### src/rtl/wake_pkg.sv
`timescale 1ns/1ps
package wake_pkg;
  localparam int BUS_W    = 8;
  localparam int SEQ_LEN  = 4;
  localparam int STAGE_W  = $clog2(SEQ_LEN);
  localparam int SUB_W    = 3;
  localparam int MBYTE_W  = SUB_W + 1;
  localparam int ECHO_LO  = 3;
  localparam int ECHO_TOP = BUS_W - 1;

  typedef logic [BUS_W-1:0]   bus_t;
  typedef logic [MBYTE_W-1:0] mbyte_t;

  localparam bus_t ECHO_MASK = bus_t'(1 << ECHO_TOP) |
                               bus_t'(((1 << SUB_W) - 1) << ECHO_LO);
  localparam logic [SUB_W-1:0] SUB_BAD = '1;

  typedef enum logic [2:0] {
    HS_LOCKED,
    HS_ARMED,
    HS_MODE,
    HS_PEND,
    HS_ECHO,
    HS_LIVE
  } hs_state_e;
endpackage

### src/rtl/bus_change_det.sv
`timescale 1ns/1ps
module bus_change_det #(
  parameter int W = 8
) (
  input  logic         clk,
  input  logic         rst_n,
  input  logic [W-1:0] bus_i,
  output logic         evt_o
);
  logic [W-1:0] last_q;

  always_ff @(posedge clk) begin
    if (!rst_n) last_q <= '0;
    else        last_q <= bus_i;
  end

  assign evt_o = (bus_i != last_q);
endmodule

### src/rtl/unlock_matcher.sv
`timescale 1ns/1ps
module unlock_matcher
  import wake_pkg::*;
#(
  parameter bus_t KEY_FIRST  = 8'h62,
  parameter bus_t KEY_SECOND = 8'h70
) (
  input  logic clk,
  input  logic rst_n,
  input  logic en_i,
  input  logic sel_i,
  input  logic evt_i,
  input  bus_t bus_i,
  input  bus_t unit_i,
  output logic hit_o
);
  localparam logic [STAGE_W-1:0] LAST_STAGE = STAGE_W'(SEQ_LEN - 1);

  logic [STAGE_W-1:0] stage_q;
  bus_t               key_tab [SEQ_LEN];
  bus_t               want;
  logic               active;
  logic               match;

  always_comb begin
    key_tab[0] = KEY_FIRST;
    key_tab[1] = KEY_SECOND;
    key_tab[2] = unit_i;
    key_tab[3] = ~unit_i;
  end

  assign want   = key_tab[stage_q];
  assign active = en_i && sel_i;
  assign match  = (bus_i == want);
  assign hit_o  = active && evt_i && match && (stage_q == LAST_STAGE);

  always_ff @(posedge clk) begin
    if (!rst_n || !active) begin
      stage_q <= '0;
    end else if (evt_i) begin
      if (match)
        stage_q <= (stage_q == LAST_STAGE) ? '0 : stage_q + 1'b1;
      else if (bus_i == KEY_FIRST)
        stage_q <= STAGE_W'(1);
      else
        stage_q <= '0;
    end
  end
endmodule

### src/rtl/mode_handshake.sv
`timescale 1ns/1ps
module mode_handshake
  import wake_pkg::*;
(
  input  logic      clk,
  input  logic      rst_n,
  input  logic      hit_i,
  input  logic      evt_i,
  input  mbyte_t    mbyte_i,
  input  logic      sel_i,
  input  logic      init_i,
  output hs_state_e state_o,
  output mbyte_t    mode_o
);
  hs_state_e st_q, st_d;
  mbyte_t    mode_q;
  logic      load;
  logic      epp;

  assign epp = mode_q[SUB_W-1];

  always_comb begin
    st_d = st_q;
    load = 1'b0;
    case (st_q)
      HS_LOCKED: if (hit_i) st_d = HS_ARMED;
      HS_ARMED:  if (!sel_i && init_i) st_d = HS_MODE;
      HS_MODE: begin
        if (sel_i) begin
          st_d = HS_LOCKED;
        end else if (evt_i) begin
          if (mbyte_i[SUB_W-1:0] == SUB_BAD) begin
            st_d = HS_LOCKED;
          end else begin
            st_d = HS_PEND;
            load = 1'b1;
          end
        end
      end
      HS_PEND:   if (sel_i) st_d = HS_ECHO;
      HS_ECHO:   if (!sel_i && !(epp && init_i)) st_d = HS_LIVE;
      HS_LIVE:   if (epp ? init_i : sel_i) st_d = HS_LOCKED;
      default:   st_d = HS_LOCKED;
    endcase
  end

  always_ff @(posedge clk) begin
    if (!rst_n) begin
      st_q   <= HS_LOCKED;
      mode_q <= '0;
    end else begin
      st_q <= st_d;
      if (load) mode_q <= mbyte_i;
    end
  end

  assign state_o = st_q;
  assign mode_o  = mode_q;
endmodule

### src/rtl/echo_encode.sv
`timescale 1ns/1ps
module echo_encode
  import wake_pkg::*;
(
  input  mbyte_t mode_i,
  input  logic   en_i,
  input  logic   autofd_i,
  output bus_t   status_o
);
  bus_t raw;

  for (genvar b = 0; b < BUS_W; b++) begin : g_pin
    if (b == ECHO_TOP) begin : g_top
      assign raw[b] = mode_i[SUB_W];
    end else if (b >= ECHO_LO && b < ECHO_LO + SUB_W) begin : g_sub
      assign raw[b] = mode_i[b-ECHO_LO];
    end else begin : g_zero
      assign raw[b] = 1'b0;
    end
  end

  assign status_o = !en_i    ? '0 :
                    autofd_i ? raw : (raw ^ ECHO_MASK);
endmodule

### src/rtl/adapter_wake.sv
`timescale 1ns/1ps
module adapter_wake
  import wake_pkg::*;
#(
  parameter bus_t KEY_FIRST  = 8'h62,
  parameter bus_t KEY_SECOND = 8'h70
) (
  input  logic             clk,
  input  logic             rst_n,
  input  logic [BUS_W-1:0] pd_i,
  input  logic             sel_i,
  input  logic             init_i,
  input  logic             autofd_i,
  input  logic [BUS_W-1:0] unit_i,
  output logic [BUS_W-1:0] status_o,
  output logic             selected_o,
  output logic [SUB_W-1:0] mode_o
);
  logic      evt;
  logic      hit;
  hs_state_e hs_st;
  mbyte_t    mode_q;
  logic      echo_en;

  bus_change_det #(.W(BUS_W)) u_det (
    .clk   (clk),
    .rst_n (rst_n),
    .bus_i (pd_i),
    .evt_o (evt)
  );

  unlock_matcher #(.KEY_FIRST(KEY_FIRST), .KEY_SECOND(KEY_SECOND)) u_match (
    .clk    (clk),
    .rst_n  (rst_n),
    .en_i   (hs_st == HS_LOCKED),
    .sel_i  (sel_i),
    .evt_i  (evt),
    .bus_i  (pd_i),
    .unit_i (unit_i),
    .hit_o  (hit)
  );

  mode_handshake u_hs (
    .clk     (clk),
    .rst_n   (rst_n),
    .hit_i   (hit),
    .evt_i   (evt),
    .mbyte_i (pd_i[MBYTE_W-1:0]),
    .sel_i   (sel_i),
    .init_i  (init_i),
    .state_o (hs_st),
    .mode_o  (mode_q)
  );

  assign echo_en = (hs_st == HS_PEND) || (hs_st == HS_ECHO);

  echo_encode u_echo (
    .mode_i   (mode_q),
    .en_i     (echo_en),
    .autofd_i (autofd_i),
    .status_o (status_o)
  );

  assign selected_o = (hs_st == HS_LIVE);
  assign mode_o     = selected_o ? mode_q[SUB_W-1:0] : '0;
endmodule

### config.mk
export PLATFORM = sky130hd
export DESIGN_NAME = adapter_wake
export DESIGN_NICKNAME = d
export VERILOG_FILES = /design/src/rtl/wake_pkg.sv /design/src/rtl/bus_change_det.sv /design/src/rtl/unlock_matcher.sv /design/src/rtl/mode_handshake.sv /design/src/rtl/echo_encode.sv /design/src/rtl/adapter_wake.sv
export SDC_FILE = /design/constraint.sdc
export NUM_CORES = 1
export LEC_CHECK = 0
export BUFFER_PORTS_ARGS = -buffer_cell sky130_fd_sc_hd__buf_2
export CAP_MARGIN = 20
export CORE_MARGIN = 1.5
export CORE_UTILIZATION = 35
export DETAILED_ROUTE_END_ITERATION = 10
export PLACE_DENSITY = 0.67
export SETUP_SLACK_MARGIN = 0.4
export SLEW_MARGIN = 25
export SYNTH_ARGS = -nofsm -noshare
export SYNTH_HDL_FRONTEND = slang
export SYNTH_SLANG_ARGS = --single-unit
### constraint.sdc
create_clock -name clk -period 3.3 [get_ports clk]
set_input_delay 0.165 -clock clk [delete_from_list [all_inputs] [get_ports clk]]
set_output_delay 0.165 -clock clk [all_outputs]
set_load 0.1 [all_outputs]
==> impl_metrics.csv <==
group,metric,value,unit
critical_path,crit_family,"simple AND/OR/NAND/NOR gates",
critical_path,worstPathCellList,"or3_4 > a2111oi_4 > a311oi_2 > nor4_4 > or4_1 > a311oi_2",
sta,setup_violations,0,
final_layout,syn_to_final_growth,11.2,%
placed_design,io_buffers,28,
detailed_routing,wl,2720,um
logic_synthesis,synth.distinct_cells,49,
final_layout,antenna_cells,0,
pwr,p_per_area,295,mW/mm^2
final_layout,layout-drive-gt1-share,26.6,%
logic_synthesis,ys_async_sr_fraction,0,%
final_layout,mostFrequentLayoutCell,"buf_2",
placed_design,gp_congestion,0.786,
pwr,cellLeakagePower,0.609,nW
cts,cts_setup_buffers,0,
critical_path,worst-setup-path-type,"reg2reg",
detailed_routing,wl_per_cell,11.7,um
floorplanning,initial_core_util,37.7,%
critical_path,crit_required,3.47,ns
final_layout,final_cell_mix,"buf_2, dfxtp_1, xor2_1",
global_route,grt_max_degree,28,
floorplanning,dieArea,0.00445,sq mm
cts,cts_hold_buf,0,
logic_synthesis,synth-seq-cells,17,
logic_synthesis,synthCells,164,
sta,max_freq,426,MHz
hold_path,hold_class,"in2reg",
final_layout,layoutNonFillerInstCount,232,
cts,clockBufferDepth,2,
cts,cts_resized,0,
floorplanning,core,0.00377,sq mm
sta,fin_ws,0.954,ns
cts,root_buffer,"clkbuf_8",
logic_synthesis,synth_edf_count,0,
floorplanning,fp-row-count,22,
sta,rsz0062_at_grt,"no",
global_route,grt_overflow_total,0,
logic_synthesis,ys_warn_count,0,
placed_design,dp_cells,228,
final_layout,fin_util,41.9,%
logic_synthesis,synth_area,0.00142,sq mm
placed_design,place_ws,0.980,ns
outcome,outcome,"completed",
job,drv_cap,0,
final_layout,nets,207,
sta,setup_tns,0,ns
critical_path,startpoint_type,"flop",
cts,cts.sinks,17,
sta,slew_viol_final,0,
sta,worst_pin_slew,0.726,ns
sta,finalClockSkew,0.00263,ns
critical_path,critPathMaxFanout,27,
critical_path,cp.arrival,2.52,ns
cts,clk_latency,0.25,ns
global_route,grt_pass1_wl,4800,um
critical_path,critical_path.max_stage_delay,0.79,ns
detailed_routing,detail-route-antenna-nets,0,
placed_design,dpl-instance-area,0.00154,sq mm
global_route,globalRouteTotalUtil,14.2,%
final_layout,final_area,0.00158,sq mm
cts,cts_tree,"done",
critical_path,crit_path_top_delay_cell,"dfxtp_1",
logic_synthesis,synth.avg_cell_area,8.67,sq um
critical_path,crit_top_cell,"a311oi_2",
critical_path,cp_num_buf_inv,0,
detailed_routing,vias,1175,
sta,relSlewSlack,51.5,%
sta,period_minus_slack,2.35,ns
detailed_routing,drt-initial-drc-count,44,
floorplanning,die_height,66.7,um
sta,final_hold_viol_count,0,
detailed_routing,drc,0,
sta,fin_crit_sh,71.1,%
placed_design,dp_hpwl,2020,um
cts,cts_inserted_buffers,3,
pwr,vdd_drop_max,0.000188,V
global_route,grt_pass1_vias,1060,
critical_path,endpoint_kind,"flop",
floorplanning,io_pins,33,
floorplanning,die_width,66.7,um
global_route,antenna_found_initial,0,
logic_synthesis,ys_dominant_reg_cell,"dfxtp_1",
cts,htreeDepth,1,
detailed_routing,via_per_inst,5.06,
logic_synthesis,yosysSeqAreaShare,23.9,%
detailed_routing,first_pass_iters,4,
cts,clkTransAtPathRegs,0.06,ns
## logic make-up after synthesis
logic type      count (synthesis)  share of synthesized area (%)
flops                          17                           23.9
buf+inv                        21                           8.45
mux                             8                           5.63
simple gates                   70                           30.9
compound gates                 30                           19.5
fa+ha+maj                       1                          0.880
xor+xnor                       16                           10.4
other cells                     1                          0.264
## synthesized netlist by cell type (3+ instances only)
cell       n  share of area [%]
nand2_1    6                1.6
a31oi_1    3                1.3
nand3b_1   5                2.6
or3b_2     3                1.8
xor2_1    12                7.4
mux2i_1    8                5.6
inv_1      6                1.6
o21ai_0    3                1.1
and2_1    10                4.4
a311oi_2   5                5.3
nor2b_1    5                2.2
buf_2      3                1.1
buf_4      7                3.7
dfxtp_1   17                 24
or2b_1     5                2.6
nor2_1    11                2.9
nand3_1    5                1.8
xnor2_1    3                1.8
clkbuf_1   3               0.79
a21oi_1    8                2.8
nand2b_1   3                1.3
## where the power goes
part / leakage, nW / switching [mW] / internal [mW]
combinational: 0.447 / 0.0621 / 0.0358
sequential: 0.139 / 0.00246 / 0.211
clock: 0.0228 / 0.0693 / 0.0857
## cell type report
class | instances | area, sq um
fillers | 365 | 2190
multi-input cells | 129 | 972
flip-flops and latches | 17 | 340
repair buffers | 28 | 140
well taps | 48 | 60.1
clock buffers | 4 | 45.0
inverters | 6 | 22.5
## stage by stage
stage               hold slack [ns]  total power [mW]
finish                        0.196             0.466
global placement              0.452             0.315
global route                  0.208             0.486
CTS                           0.196             0.468
detailed placement            0.457             0.316
floorplan                     0.287             0.293
## worst register-to-register path, stage by stage, from the launching register on
cell       delay (ns)
dfxtp_1          0.79
or3_4            0.26
a2111oi_4        0.06
a311oi_2         0.32
nor4_4           0.10
or4_1            0.49
a311oi_2         0.24
## sequential cells by signal, indices dropped and copies added, names as in the netlist
name,cells
u_det.last_q,8
u_hs.mode_o,4
u_hs.state_o,3
u_match.stage_q,2
## routing by layer
layer,share of wire [%],routed length [um],global-route usage (%)
met1,50,1350,18.5
met2,46,1240,22.6
met3,2.8,77,3.04
met4,1.7,46,5.36
met5,0,0,0
## path summary, 6_finish.rpt
kind / slack, ns / cells past startpoint / from / to
min reg2reg: 0.54 / 2 / u_hs.mode_o[3] / u_hs.mode_o[3]
min: 0.20 / 2 / pd_i[5] / u_det.last_q[5]
max: 0.95 / 6 / u_match.stage_q[0] / u_match.stage_q[0]
max reg2reg: 0.95 / 6 / u_match.stage_q[0] / u_match.stage_q[0]
No activity file was read; power rests on OpenSTA's default activity.
